### src/rtl/adc_spi_pkg.sv
package adc_spi_pkg;
  localparam int CMD_W = 8;

  typedef struct packed {
    logic [3:0] chan;
    logic [1:0] scan;
    logic       temp;
  } conv_cfg_t;

  typedef struct packed {
    logic [1:0] clk_mode;
    logic [1:0] ref_mode;
    logic [1:0] diff_sel;
  } setup_cfg_t;

  typedef struct packed {
    logic       en;
    logic [1:0] cnt;
  } avg_cfg_t;

  localparam conv_cfg_t  CONV_DEF  = '{chan: 4'd0, scan: 2'd0, temp: 1'b0};
  localparam setup_cfg_t SETUP_DEF = '{clk_mode: 2'b10, ref_mode: 2'b00, diff_sel: 2'b00};
  localparam avg_cfg_t   AVG_DEF   = '{en: 1'b0, cnt: 2'd0};

  typedef enum logic [2:0] {
    K_CONV  = 3'd0,
    K_SETUP = 3'd1,
    K_AVG   = 3'd2,
    K_RST   = 3'd3,
    K_UNI   = 3'd4,
    K_BIP   = 3'd5,
    K_NONE  = 3'd7
  } cmd_kind_t;

  // kind = number of zeros ahead of the first set bit, up to five
  function automatic cmd_kind_t classify(input logic [CMD_W-1:0] b);
    cmd_kind_t k;
    logic hit;
    k = K_NONE;
    hit = 1'b0;
    for (int i = CMD_W - 1; i >= 2; i--) begin
      if (!hit && b[i]) begin
        hit = 1'b1;
        k = cmd_kind_t'(3'(CMD_W - 1 - i));
      end
    end
    return k;
  endfunction
endpackage

### src/rtl/adc_spi_sync.sv
module adc_spi_sync #(
  parameter int STAGES = 2
) (
  input  logic clk,
  input  logic rst,
  input  logic sclk,
  input  logic cs_n,
  input  logic din,
  output logic sclk_rise,
  output logic sclk_fall,
  output logic cs_act,
  output logic cs_start,
  output logic din_s
);
  logic [STAGES-1:0] sclk_q, cs_q, din_q;
  logic sclk_d, cs_d;

  generate
    if (STAGES == 1) begin : g_one
      always_ff @(posedge clk) begin
        if (rst) begin
          sclk_q <= '0;
          cs_q   <= '1;
          din_q  <= '0;
        end else begin
          sclk_q <= sclk;
          cs_q   <= cs_n;
          din_q  <= din;
        end
      end
    end else begin : g_many
      always_ff @(posedge clk) begin
        if (rst) begin
          sclk_q <= '0;
          cs_q   <= '1;
          din_q  <= '0;
        end else begin
          sclk_q <= {sclk_q[STAGES-2:0], sclk};
          cs_q   <= {cs_q[STAGES-2:0], cs_n};
          din_q  <= {din_q[STAGES-2:0], din};
        end
      end
    end
  endgenerate

  always_ff @(posedge clk) begin
    if (rst) begin
      sclk_d <= 1'b0;
      cs_d   <= 1'b1;
    end else begin
      sclk_d <= sclk_q[STAGES-1];
      cs_d   <= cs_q[STAGES-1];
    end
  end

  assign sclk_rise = sclk_q[STAGES-1] & ~sclk_d;
  assign sclk_fall = ~sclk_q[STAGES-1] & sclk_d;
  assign cs_act    = ~cs_q[STAGES-1];
  assign cs_start  = ~cs_q[STAGES-1] & cs_d;
  assign din_s     = din_q[STAGES-1];
endmodule

### src/rtl/adc_spi_rx.sv
module adc_spi_rx
  import adc_spi_pkg::*;
(
  input  logic             clk,
  input  logic             rst,
  input  logic             cs_act,
  input  logic             sclk_rise,
  input  logic             din_s,
  output logic             byte_vld,
  output logic [CMD_W-1:0] byte_data
);
  localparam int CNT_W = $clog2(CMD_W);

  logic [CMD_W-2:0] sh;
  logic [CNT_W-1:0] cnt;

  always_ff @(posedge clk) begin
    if (rst) begin
      sh        <= '0;
      cnt       <= '0;
      byte_vld  <= 1'b0;
      byte_data <= '0;
    end else begin
      byte_vld <= 1'b0;
      if (!cs_act) begin
        sh  <= '0;
        cnt <= '0;
      end else if (sclk_rise) begin
        if (cnt == CNT_W'(CMD_W - 1)) begin
          byte_vld  <= 1'b1;
          byte_data <= {sh, din_s};
          cnt       <= '0;
          sh        <= '0;
        end else begin
          sh  <= {sh[CMD_W-3:0], din_s};
          cnt <= cnt + 1'b1;
        end
      end
    end
  end
endmodule

### src/rtl/adc_spi_regs.sv
module adc_spi_regs
  import adc_spi_pkg::*;
(
  input  logic             clk,
  input  logic             rst,
  input  logic             byte_vld,
  input  logic [CMD_W-1:0] byte_data,
  output conv_cfg_t        conv,
  output setup_cfg_t       setup,
  output avg_cfg_t         avg,
  output logic [2:0]       uni,
  output logic [1:0]       bip,
  output logic             start,
  output logic             flush
);
  cmd_kind_t kind;
  logic      unused_bits;

  assign kind        = classify(byte_data);
  assign unused_bits = ^{byte_data[1:0], byte_data[2]};

  always_ff @(posedge clk) begin
    if (rst) begin
      conv  <= CONV_DEF;
      setup <= SETUP_DEF;
      avg   <= AVG_DEF;
      uni   <= '0;
      bip   <= '0;
      start <= 1'b0;
      flush <= 1'b0;
    end else begin
      start <= 1'b0;
      flush <= 1'b0;
      if (byte_vld) begin
        unique case (kind)
          K_CONV: begin
            conv  <= '{chan: byte_data[6:3], scan: byte_data[2:1], temp: byte_data[0]};
            start <= 1'b1;
          end
          K_SETUP: setup <= '{clk_mode: byte_data[5:4], ref_mode: byte_data[3:2],
                              diff_sel: byte_data[1:0]};
          K_AVG:   avg   <= '{en: byte_data[4], cnt: byte_data[3:2]};
          K_RST: begin
            flush <= 1'b1;
            if (!byte_data[3]) begin
              conv  <= CONV_DEF;
              setup <= SETUP_DEF;
              avg   <= AVG_DEF;
              uni   <= '0;
              bip   <= '0;
            end
          end
          K_UNI:   uni <= byte_data[2:0];
          K_BIP:   bip <= byte_data[1:0];
          default: ;
        endcase
      end
    end
  end
endmodule

### src/rtl/adc_spi_tx.sv
module adc_spi_tx #(
  parameter int DATA_W  = 12,
  parameter int FRAME_W = 16
) (
  input  logic              clk,
  input  logic              rst,
  input  logic              cs_act,
  input  logic              cs_start,
  input  logic              sclk_rise,
  input  logic              sclk_fall,
  input  logic [DATA_W-1:0] res_data,
  input  logic              res_valid,
  output logic              res_pop,
  output logic              dout,
  output logic              dout_oe
);
  localparam int PAD_W = FRAME_W - DATA_W;
  localparam int CNT_W = $clog2(FRAME_W);

  logic [FRAME_W-1:0] sh;
  logic [CNT_W-1:0]   bcnt;
  logic               loaded, need;
  logic [FRAME_W-1:0] word_in;

  assign word_in = res_valid ? {{PAD_W{1'b0}}, res_data} : '0;

  always_ff @(posedge clk) begin
    if (rst) begin
      sh      <= '0;
      bcnt    <= '0;
      loaded  <= 1'b0;
      need    <= 1'b0;
      res_pop <= 1'b0;
      dout_oe <= 1'b0;
    end else begin
      res_pop <= 1'b0;
      dout_oe <= cs_act;
      if (cs_start) begin
        sh     <= word_in;
        loaded <= res_valid;
        bcnt   <= '0;
        need   <= 1'b0;
      end else if (!cs_act) begin
        bcnt   <= '0;
        need   <= 1'b0;
        loaded <= 1'b0;
      end else begin
        if (sclk_rise) begin
          if (bcnt == CNT_W'(FRAME_W - 1)) begin
            bcnt    <= '0;
            need    <= 1'b1;
            res_pop <= loaded;
          end else begin
            bcnt <= bcnt + 1'b1;
          end
        end
        if (sclk_fall) begin
          if (need) begin
            sh     <= word_in;
            loaded <= res_valid;
            need   <= 1'b0;
          end else begin
            sh <= {sh[FRAME_W-2:0], 1'b0};
          end
        end
      end
    end
  end

  assign dout = sh[FRAME_W-1];
endmodule

### src/rtl/adc_spi_ctrl.sv
module adc_spi_ctrl
  import adc_spi_pkg::*;
#(
  parameter int DATA_W      = 12,
  parameter int FRAME_W     = 16,
  parameter int SYNC_STAGES = 2
) (
  input  logic              clk,
  input  logic              rst,
  input  logic              sclk,
  input  logic              cs_n,
  input  logic              din,
  output logic              dout,
  output logic              dout_oe,
  input  logic [DATA_W-1:0] res_data,
  input  logic              res_valid,
  output logic              res_pop,
  output logic              conv_start,
  output logic [3:0]        chan_sel,
  output logic [1:0]        scan_mode,
  output logic              temp_req,
  output logic [1:0]        clk_mode,
  output logic [1:0]        ref_mode,
  output logic [1:0]        diff_sel,
  output logic              avg_en,
  output logic [1:0]        avg_cnt,
  output logic [2:0]        uni_pairs,
  output logic [1:0]        bip_pairs,
  output logic              queue_flush
);
  logic             sclk_rise, sclk_fall, cs_act, cs_start, din_s;
  logic             byte_vld;
  logic [CMD_W-1:0] byte_data;
  conv_cfg_t        conv;
  setup_cfg_t       setup;
  avg_cfg_t         avg;

  adc_spi_sync #(.STAGES(SYNC_STAGES)) u_sync (
    .clk(clk), .rst(rst), .sclk(sclk), .cs_n(cs_n), .din(din),
    .sclk_rise(sclk_rise), .sclk_fall(sclk_fall),
    .cs_act(cs_act), .cs_start(cs_start), .din_s(din_s)
  );

  adc_spi_rx u_rx (
    .clk(clk), .rst(rst), .cs_act(cs_act), .sclk_rise(sclk_rise),
    .din_s(din_s), .byte_vld(byte_vld), .byte_data(byte_data)
  );

  adc_spi_regs u_regs (
    .clk(clk), .rst(rst), .byte_vld(byte_vld), .byte_data(byte_data),
    .conv(conv), .setup(setup), .avg(avg), .uni(uni_pairs), .bip(bip_pairs),
    .start(conv_start), .flush(queue_flush)
  );

  adc_spi_tx #(.DATA_W(DATA_W), .FRAME_W(FRAME_W)) u_tx (
    .clk(clk), .rst(rst), .cs_act(cs_act), .cs_start(cs_start),
    .sclk_rise(sclk_rise), .sclk_fall(sclk_fall),
    .res_data(res_data), .res_valid(res_valid), .res_pop(res_pop),
    .dout(dout), .dout_oe(dout_oe)
  );

  assign chan_sel  = conv.chan;
  assign scan_mode = conv.scan;
  assign temp_req  = conv.temp;
  assign clk_mode  = setup.clk_mode;
  assign ref_mode  = setup.ref_mode;
  assign diff_sel  = setup.diff_sel;
  assign avg_en    = avg.en;
  assign avg_cnt   = avg.cnt;
endmodule

### config.mk
export PLATFORM = sky130hd
export DESIGN_NAME = adc_spi_ctrl
export DESIGN_NICKNAME = d
export VERILOG_FILES = /design/src/rtl/adc_spi_pkg.sv /design/src/rtl/adc_spi_sync.sv /design/src/rtl/adc_spi_rx.sv /design/src/rtl/adc_spi_regs.sv /design/src/rtl/adc_spi_tx.sv /design/src/rtl/adc_spi_ctrl.sv
export SDC_FILE = /design/constraint.sdc
export NUM_CORES = 1
export LEC_CHECK = 0
export BUFFER_PORTS_ARGS = -buffer_cell sky130_fd_sc_hd__buf_2
export CORE_MARGIN = 1
export CORE_UTILIZATION = 40
export DETAILED_ROUTE_END_ITERATION = 8
export PLACE_DENSITY = 0.61
export SYNTH_ARGS = -nofsm -noshare
export SYNTH_HDL_FRONTEND = slang
export SYNTH_SLANG_ARGS = --single-unit
### constraint.sdc
create_clock -name clk -period 2 [get_ports clk]
set_clock_uncertainty 0.1 [all_clocks]
set_input_delay 0.3 -clock clk [delete_from_list [all_inputs] [get_ports clk]]
set_output_delay 0.3 -clock clk [all_outputs]
set_load 0.02 [all_outputs]
==> out/qor.yml, run 1 <==
yosys:
  synth-edff-count: 0
  synthCells: 321
  syn-num-nets: 342
  dominantRegCellSynth: "dfxtp_1"
  yosysWarnings: 0
  synthesis.area_sq_um: 2920
  async_flop_share: 0
  ys_types: 45
  synth-seq-cells: 74
  yosysSeqAreaShare: 0.508
  syn_avg_cell_area_sq_um: 9.09
finish:
  drive_gt1_frac: 0.215
  design_area_sq_um: 3370
  num_antenna_cells: 0
  fillers: 708
  layout.nets: 383
  syn_to_final_growth_pct: 15.6
sta:
  fmax_ghz: 0.581
  holdWs_ns: 0.0545
  hold_viol: 0
  rsz0062_at_grt: "no"
  relSlewSlack: 0.621
  worst_slew_pin_slew_ns: 0.567
  fin_tns_setup_ns: 0
  drv_slew: 0
  period_needed_ns: 1.72
  final.period_utilization: 0.861
  setup_violations: 0
grt:
  grt_max_degree: 24
  grt_overflow: 0
  grt_usage: 0.170
  antenna_found_initial: 0
  grt_pass1_vias: 2141
  grt_pass1_wl_microns: 9920
placement:
  hpwlAfterDp_microns: 3980
  io_buffers: 43
  gp_congestion: 0.766
  placed_cell_area_sq_um: 3210
setup_path:
  cp.required_ns: 2.18
  cpLargestDelayFamily: "simple AND/OR/NAND/NOR gates"
  path_cells: "nor2b_1 -> o21ai_2 -> or3b_1 -> a21oi_2"
  critPathMaxFanout: 15
  cpMaxStageDelayCell: "dfxtp_1"
  path_buf_inv: 0
  crit_path_end_kind: "flip-flop"
  critPathLaunchType: "flip-flop"
  worstPathArrival_ns: 1.91
  crit_type: "flip-flop to flip-flop"
  cp_slowest_stage_delay_ns: 0.59
  r2r_slack_ns: 0.28
floorplanning:
  die_w_microns: 87.4
  core-area_sq_um: 6910
  initial_core_util: 0.422
  die_h_microns: 87.4
  die-area_sq_um: 7640
  rows: 30
  io_pins: 44
clock_network:
  clk_pin_slew_worst_paths_ns: 0.07
  htreeDepth: 3
  clock-sinks: 74
  postCtsHoldBufs: 0
  cts_max_path_buffers: 2
  tritoncts: "yes"
  post_cts_buffers: 0
  cts_resized: 0
  clockRootBuffer: "clkbuf_8"
  clk_latency_ns: 0.35
  numCtsBuffers: 9
drt:
  drtPass1Iterations: 5
  via_per_inst: 5.09
  drtIter0Drc: 101
  via_count: 2355
  drt-wirelength-per-cell_microns: 12.7
  drc: 0
  ant_nets: 0
  routed_wl_microns: 5900
power:
  power.density_nw_per_um2: 773
  p_leak_nw: 1.35
  irDropWorstVdd_v: 0.000411
  fin_total_pwr_mw: 2.60
worst_hold_path:
  hp-class: "input port to flip-flop"
flow_run:
  cap_violations: 0
status:
  status: "completed"
path summary, 6_finish.rpt:
kind         depth (start not counted)                 startpoint                      endpoint
min reg2reg                          1  u_sync.cs_q[0]$_SDFF_PP1_     u_sync.cs_q[1]$_SDFF_PP1_
max reg2reg                          4   u_rx.byte_vld$_SDFF_PP0_  u_regs.setup[0]$_SDFFE_PP0P_
min                                  2                       cs_n     u_sync.cs_q[0]$_SDFF_PP1_
max                                  4   u_rx.byte_vld$_SDFF_PP0_  u_regs.setup[0]$_SDFFE_PP0P_
power breakdown:
part	total [mW]	internal (mW)	switching, mW
clock network	0.994	0.480	0.514
registers	1.50	1.49	0.0119
logic	0.107	0.0438	0.0630
total	2.60	2.02	0.589
layout make-up:
class | count | area (sq um) | area share
Sequential cell | 74 | 1480 | 0.439
Multi-Input combinational cell | 221 | 1310 | 0.388
Timing Repair Buffer | 52 | 283 | 0.0839
Clock buffer | 13 | 149 | 0.0442
Tap cell | 96 | 120 | 0.0356
Clock inverter | 3 | 15.0 | 0.00445
Inverter | 4 | 15.0 | 0.00445
Yosys cell counts (3+ instances only):
| cell | n | area share |
|---|---|---|
| o21ai_0 | 12 | 0.021 |
| nor3_1 | 14 | 0.024 |
| inv_1 | 4 | 0.0051 |
| dfxtp_1 | 74 | 0.51 |
| mux2i_1 | 6 | 0.021 |
| nand2_1 | 44 | 0.057 |
| nor2_1 | 32 | 0.041 |
| clkbuf_1 | 9 | 0.012 |
| o22ai_1 | 3 | 0.0064 |
| nor2b_1 | 11 | 0.024 |
| a21oi_1 | 31 | 0.053 |
| a22oi_1 | 4 | 0.010 |
| nand3_1 | 7 | 0.012 |
| a32oi_1 | 5 | 0.015 |
| buf_1 | 3 | 0.0039 |
| ha_1 | 3 | 0.013 |
| a221oi_2 | 6 | 0.031 |
| buf_2 | 6 | 0.010 |
| nand2b_1 | 4 | 0.0086 |
| a221oi_1 | 5 | 0.015 |
layout by cell type, fill, tap and decap left out, types with 7 or more instances in the layout:
cell type,n
buf_2,43
a21oi_1,31
o21ai_0,12
nand3_1,7
clkbuf_8,10
nor2_1,32
buf_4,9
nand2_1,44
nor3_1,14
nor2b_1,11
dfxtp_1,74
per-stage QoR:
stage	setup WS, ns	std cells	util
floorplan	0.542	321	-
global placement	0.357	447	0.464
detailed placement	0.269	447	0.464
CTS	0.282	463	0.488
global route	0.0743	463	0.488
finish	0.278	463	0.488
sequential cells by signal, summed over array words and instances, names as in the netlist, 4 cells and up:
register	count
u_tx.sh	16
u_rx.byte_data	8
u_regs.conv	7
u_rx.sh	7
u_regs.setup	6
u_tx.bcnt	4
logic make-up after synthesis:
group           Yosys count  synth area share
buf+inv                  26            0.0438
flops                    74             0.508
compound gates           77             0.181
xor+xnor                  3           0.00901
mux                       6            0.0206
fa+ha+maj                 3            0.0129
simple gates            132             0.224
layer usage:
layer	part of all wire	routed length, microns	vias to the layer above	GRT usage
li1	-	-	1209	-
met1	0.48	2840	1083	0.211
met2	0.45	2680	55	0.272
met3	0.051	302	8	0.0654
met4	0.013	74	0	0.0537
met5	0	0	-	0
(Power assumes the default switching activity.)
==> inputs of run 2 (changes only) <==
clock period = 1.6 ns   (was 2 ns; I/O delays follow)
==> run 2 against run 1 <==
- design area is 8.2% higher
- maximum frequency is 17% higher
- flip-flop and latch count did not move
- global-route usage increased by 0.79 points
- sequential power up 25%
- critical path depth up 2
- via count increased by 2.7%
- combinational power rose by 40%
- sequential share of layout area is 3.2 points lower
- non-clock buffer count grew 16
- cell count up 3.2%
- clock power is 76% higher
- critical endpoint is now u_rx.byte_data[5]$_SDFFE_PP0P_
- largest power group unchanged
- highest routed layer unchanged
==> out/qor.yml, run 2 (synthesized netlist as in run 1, its figures left out) <==
placement:
  hpwlAfterDp_microns: 4240  # was 3980 microns
  io_buffers: 43  # unchanged
  dp_slack_ns: -0.0663  # was 0.269 ns
  gp_congestion: 0.752  # was 0.766
sta:
  setup_violations: 0  # unchanged
  fmax_ghz: 0.677  # was 0.581 GHz
  setup_ws_ns: 0.122  # was 0.278 ns
  drv_slew: 0  # unchanged
  final.period_utilization: 0.924  # was 0.861
  rsz0062_at_grt: "no"  # unchanged
  relSlewSlack: 0.738  # was 0.621
  hold_viol: 0  # unchanged
  worst_slew_pin_slew_ns: 0.393  # was 0.567 ns
  period_needed_ns: 1.48  # was 1.72 ns
  holdWs_ns: 0.0630  # was 0.0545 ns
power:
  p_sw_mw: 0.779  # was 0.589 mW
  p_leak_nw: 1.46  # was 1.35 nW
  fin_total_pwr_mw: 3.78  # was 2.60 mW
  clockPowerShare: 0.463  # was 0.382
  seq_power_share: 0.497  # was 0.577
  irDropWorstVdd_v: 0.000577  # was 0.000411 V
  swShare: 0.206  # was 0.226
  power_frac_comb: 0.040  # was 0.041
  power.internal_mw: 3.00  # was 2.02 mW
  power.density_nw_per_um2: 1040  # was 773 nW/um^2
setup_path:
  cp_slowest_stage_delay_ns: 0.36  # was 0.59 ns
  critPathMaxFanout: 4  # was 15
  critPathLaunchType: "flip-flop"  # unchanged
  r2r_slack_ns: 0.12  # was 0.28 ns
  reg2reg_depth: 6  # was 4
  crit_path_end_kind: "flip-flop"  # unchanged
  cp.required_ns: 1.73  # was 2.18 ns
  r2r_start: "u_rx.cnt[0]$_SDFFE_PP0P_"  # was u_rx.byte_vld$_SDFF_PP0_
  worstPathArrival_ns: 1.61  # was 1.91 ns
  crit_path_frequent_cell: "ha_4"
  crit_type: "flip-flop to flip-flop"  # unchanged
  r2r-end: "u_rx.byte_data[5]$_SDFFE_PP0P_"  # was u_regs.setup[0]$_SDFFE_PP0P_
  cpLargestDelayFamily: "flip-flops"  # was simple AND/OR/NAND/NOR gates
  path_buf_inv: 1  # was 0
  cpMaxStageDelayCell: "dfxtp_2"  # was dfxtp_1
  path_cells: "ha_4 -> ha_4 -> nand3b_1 -> buf_2 -> o21ai_0 -> a21oi_1"  # was nor2b_1 -> o21ai_2 -> or3b_1 -> a21oi_2
clock_network:
  numCtsBuffers: 9  # unchanged
  clk_latency_ns: 0.34  # was 0.35 ns
  cts_max_path_buffers: 2  # unchanged
  clk_pin_slew_worst_paths_ns: 0.07  # about the same
  tritoncts: "yes"  # unchanged
  htreeDepth: 3  # unchanged
  clockRootBuffer: "clkbuf_8"  # unchanged
  clock-sinks: 74  # unchanged
grt:
  grt_usage: 0.178  # was 0.170
  grt_max_degree: 25  # was 24
  grt_overflow: 0  # unchanged
  grt_pass1_wl_microns: 10500  # was 9920 microns
  grt_pass1_vias: 2260  # was 2,141
  antenna_found_initial: 0  # unchanged
flow_run:
  cap_violations: 0  # unchanged
worst_hold_path:
  hp-class: "input port to flip-flop"  # unchanged
  min_from: "res_valid"  # was cs_n
  hold_depth: 3  # was 2
  min_to: "u_tx.loaded$_SDFFE_PP0P_"  # was u_sync.cs_q[0]$_SDFF_PP1_
floorplanning:
  die_w_microns: 87.4  # unchanged
  die_h_microns: 87.4  # unchanged
  io_pins: 44  # unchanged
  rows: 30  # unchanged
  initial_core_util: 0.422  # unchanged
  core-area_sq_um: 6910  # unchanged
  die-area_sq_um: 7640  # unchanged
drt:
  routed_wl_microns: 6270  # was 5900 microns
  drc: 0  # unchanged
  ant_nets: 0  # unchanged
  via_count: 2418  # was 2,355
  via_per_inst: 5.06  # was 5.09
  drt-wirelength-per-cell_microns: 13.1  # was 12.7 microns
  drtPass1Iterations: 4  # was 5
  drtIter0Drc: 78  # was 101
finish:
  syn_to_final_growth_pct: 25.0  # was 15.6%
  largest_reg_flops: 16  # unchanged
  layout.nets: 399  # was 383
  num_antenna_cells: 0  # unchanged
  final_common_cell: "dfxtp_1"  # unchanged
  reg_top3: "u_tx.sh (16), u_rx.byte_data (8)"  # unchanged
  drive_gt1_frac: 0.275  # was 0.215
  fillers: 684  # was 708
  layout_common_cells: "70 x dfxtp_1, 44 x nand2_1, 44 x buf_2, 31 x a21oi_1, 31 x nor2_1"  # was 74 x dfxtp_1, 44 x nand2_1, 43 x buf_2, 32 x nor2_1, 31 x a21oi_1
  largest_register: "u_tx.sh"  # unchanged
status:
  status: "completed"  # unchanged
run 2: per-stage QoR:
stage,instance area [sq um],TNS [ns],instances,utilization
global placement,3300,0,458,0.478
floorplan,2920,0,321,-
detailed placement,3300,-0.284,458,0.478
CTS,3570,0,476,0.517
finish,3650,0,478,0.528
global route,3650,0,478,0.528
run 2: worst max-delay path by stage:
stage,from,to,slack [ns],cells after the start
after global routing,u_rx.byte_data[7]$_SDFFE_PP0P_,u_regs.setup[0]$_SDFFE_PP0P_,0.01,4
after CTS,u_rx.cnt[0]$_SDFFE_PP0P_,u_rx.byte_data[7]$_SDFFE_PP0P_,0.001,6
after detailed placement,u_sync.cs_q[1]$_SDFF_PP1_,u_tx.sh[2]$_SDFFE_PP0P_,-0.07,4
after global placement,u_sync.cs_q[1]$_SDFF_PP1_,u_tx.sh[5]$_SDFFE_PP0P_,0.003,4
final,u_rx.cnt[0]$_SDFFE_PP0P_,u_rx.byte_data[5]$_SDFFE_PP0P_,0.12,6
after floorplan,u_rx.cnt[0]$_SDFFE_PP0P_,u_rx.sh[0]$_SDFFE_PP0P_,0.14,6
run 2: worst register-to-register path: stages (launching register included):
cell	delay, ns
dfxtp_2	0.36
ha_4	0.14
ha_4	0.12
nand3b_1	0.20
buf_2	0.22
o21ai_0	0.15
a21oi_1	0.08
run 2: final cells by class:
class / count / area (sq um) / area share
repair buffers: 68 / 424 / 0.116
clock inverters: 5 / 103 / 0.0281
well taps: 96 / 120 / 0.0329
flip-flops and latches: 74 / 1490 / 0.408
inverters: 4 / 15.0 / 0.00412
multi-input cells: 221 / 1360 / 0.373
clock buffers: 10 / 138 / 0.0377
run 2: metal layers:
metal,part of all wire,vias to the layer above,global-route usage
met4,0.014,0,0.0849
li1,-,1243,-
met5,0,-,0
met1,0.48,1119,0.235
met3,0.048,8,0.0360
met2,0.46,48,0.278
run 2: timing repair:
action | CTS | global route
hold buffers | 3 | 0
pin swaps | 0 | 3
setup buffers | 0 | 1
setup endpoints to repair | 11 | 33
cloned | 0 | 1
hold endpoints to repair | 3 | 0
resized for setup | 1 | 17
run 2: power by group through the flow:
stage | logic [mW] | clock network, mW | registers (mW)
finish | 0.150 | 1.75 | 1.88
floorplan | 0.0905 | 0 | 1.92
global route | 0.167 | 1.87 | 1.88
CTS | 0.151 | 1.79 | 1.88
detailed placement | 0.145 | 0 | 1.92
global placement | 0.144 | 0 | 1.92
==> inputs of run 3 (changes only) <==
CORE_UTILIZATION = 25   (was 40)
PLACE_DENSITY = 0.43   (was 0.61)
TNS_END_PERCENT = 10   (was not set)
==> run 3 against run 2 <==
- routed wire length up 8.4%
- sequential power is essentially flat
- flip-flop and latch count stayed put
- register-to-register slack improved by 0.02 ns
- design area up 2.9%
- via count up 0.12%
- die area increased by 58%
- hold slack got worse by 0.042 ns
- non-clock buffer count fell by 1
- largest cell class unchanged
==> out/qor.yml, run 3 (synthesized netlist as in run 1, its figures left out) <==
placement:
  io_buffers: 43  # unchanged
  dp_slack_ns: 0.125  # was -0.0663 ns
  gp_congestion: 0.710  # was 0.752
  hpwlAfterDp_microns: 4700  # was 4240 microns
power:
  irDropWorstVdd_v: 0.000391  # was 0.000577 V
  p_leak_nw: 1.51  # was 1.46 nW
  power.density_nw_per_um2: 1100  # was 1040 nW/um^2
floorplanning:
  die_w_microns: 110  # was 87.4 microns
  core-area_sq_um: 11400  # was 6910 sq um
  io_pins: 44  # unchanged
  die-area_sq_um: 12100  # was 7640 sq um
  initial_core_util: 0.257  # was 0.422
  rows: 39  # was 30
  die_h_microns: 110  # was 87.4 microns
finish:
  final_common_cell: "dfxtp_1"  # unchanged
  reg_top3: "u_tx.sh (16), u_rx.byte_data (8)"  # unchanged
  multi_input_area_sq_um: 1320  # was 1360 sq um
  fillers: 1190  # was 684
  drive_gt1_frac: 0.252  # was 0.275
  seqCellArea_sq_um: 1480  # was 1490 sq um
  layout.nets: 398  # was 399
  largest_reg_flops: 16  # unchanged
  syn_to_final_growth_pct: 28.6  # was 25.0%
  final_core_util: 0.330  # was 0.528
  largest_register: "u_tx.sh"  # unchanged
  layout_common_cells: "74 x dfxtp_1, 44 x nand2_1, 43 x buf_2, 32 x nor2_1, 31 x a21oi_1"  # was 70 x dfxtp_1, 44 x nand2_1, 44 x buf_2, 31 x a21oi_1, 31 x nor2_1
  num_antenna_cells: 0  # unchanged
setup_path:
  worstPathArrival_ns: 1.57  # was 1.61 ns
  critPathMaxFanout: 8  # was 4
  crit_type: "flip-flop to flip-flop"  # unchanged
  crit_path_end_kind: "flip-flop"  # unchanged
  critPathLaunchType: "flip-flop"  # unchanged
  cp.required_ns: 1.71  # was 1.73 ns
sta:
  setup_ws_ns: 0.145  # was 0.122 ns
  period_needed_ns: 1.46  # was 1.48 ns
  setup_violations: 0  # unchanged
  relSlewSlack: 0.739  # was 0.738
  holdWs_ns: 0.0209  # was 0.0630 ns
  fmax_ghz: 0.687  # was 0.677 GHz
  final.period_utilization: 0.909  # was 0.924
  rsz0062_at_grt: "yes"  # was no
  hold_viol: 0  # unchanged
  worst_slew_pin_slew_ns: 0.392  # was 0.393 ns
  drv_slew: 0  # unchanged
drt:
  drtIter0Drc: 119  # was 78
  routed_wl_microns: 6800  # was 6270 microns
  ant_nets: 0  # unchanged
  drc: 0  # unchanged
  via_count: 2421  # was 2,418
  via_per_inst: 4.62  # was 5.06
  drtPass1Iterations: 4  # unchanged
  drt-wirelength-per-cell_microns: 13.0  # was 13.1 microns
clock_network:
  cts_max_path_buffers: 2  # unchanged
  post_cts_buffers: 0  # unchanged
  numCtsBuffers: 9  # unchanged
  tritoncts: "yes"  # unchanged
  clk_latency_ns: 0.33  # was 0.34 ns
  clockRootBuffer: "clkbuf_16"  # was clkbuf_8
  htreeDepth: 3  # unchanged
  clock-sinks: 74  # unchanged
  clk_pin_slew_worst_paths_ns: 0.06  # was 0.07 ns
worst_hold_path:
  hp-class: "input port to flip-flop"  # unchanged
grt:
  grt_pass1_vias: 2347  # was 2,260
  antenna_found_initial: 0  # unchanged
  grt_pass1_wl_microns: 11300  # was 10,500 microns
  grt_max_degree: 27  # was 25
  grt_usage: 0.122  # was 0.178
  grt_overflow: 0  # unchanged
status:
  status: "completed"  # unchanged
flow_run:
  cap_violations: 0  # unchanged
## run 3: path summary, 6_finish.rpt
kind,startpoint,to,slack [ns],cells after the start
max,u_rx.cnt[0]$_SDFFE_PP0P_,u_rx.byte_data[7]$_SDFFE_PP0P_,0.14,6
min,din,u_sync.din_q[0]$_SDFF_PP0_,0.02,2
max reg2reg,u_rx.cnt[0]$_SDFFE_PP0P_,u_rx.byte_data[7]$_SDFFE_PP0P_,0.14,6
min reg2reg,u_sync.cs_q[0]$_SDFF_PP1_,u_sync.cs_q[1]$_SDFF_PP1_,0.31,1
## run 3: report_power, final
| group | switching [mW] | internal, mW |
|---|---|---|
| logic | 0.0880 | 0.0700 |
| clock network | 0.755 | 1.35 |
| registers | 0.0132 | 1.87 |
## run 3: final cells by class
type,count,share of cell area
sequential,74,0.395
multi-input combinational,221,0.352
timing repair buffer,67,0.119
clock buffer,9,0.0600
tap,143,0.0477
clock inverter,6,0.0220
inverter,4,0.00400
## run 3: layer usage
layer / track usage / vias to the layer above / routed length, microns
li1: - / 1241 / -
met1: 0.162 / 1135 / 3390
met2: 0.185 / 37 / 3050
met3: 0.0335 / 8 / 205
met4: 0.0514 / 0 / 146
met5: 0 / - / 0
## run 3: worst max-delay path, stage by stage, from the launching register on
cell and delay [ns]:
dfxtp_1 0.35, ha_1 0.15, ha_1 0.16, nand3b_1 0.14, buf_4 0.20, o21ai_0 0.15, a21oi_1 0.08
## run 3: stage by stage
| step | power (mW) | area [sq um] | TNS (ns) | std cells |
|---|---|---|---|---|
| detailed placement | 2.08 | 3420 | 0 | 508 |
| floorplan | 2.01 | 2920 | 0 | 321 |
| global route | 4.31 | 3750 | -0.0179 | 524 |
| finish | 4.14 | 3750 | 0 | 524 |
| CTS | 4.20 | 3740 | 0 | 524 |
| global placement | 2.08 | 3420 | 0 | 508 |
## run 3: repair_timing
action	4_1_cts	5_1_grt
hold buffers	1	0
gates resized for setup	0	3
hold endpoints to repair	1	0
setup endpoints to repair	0	8
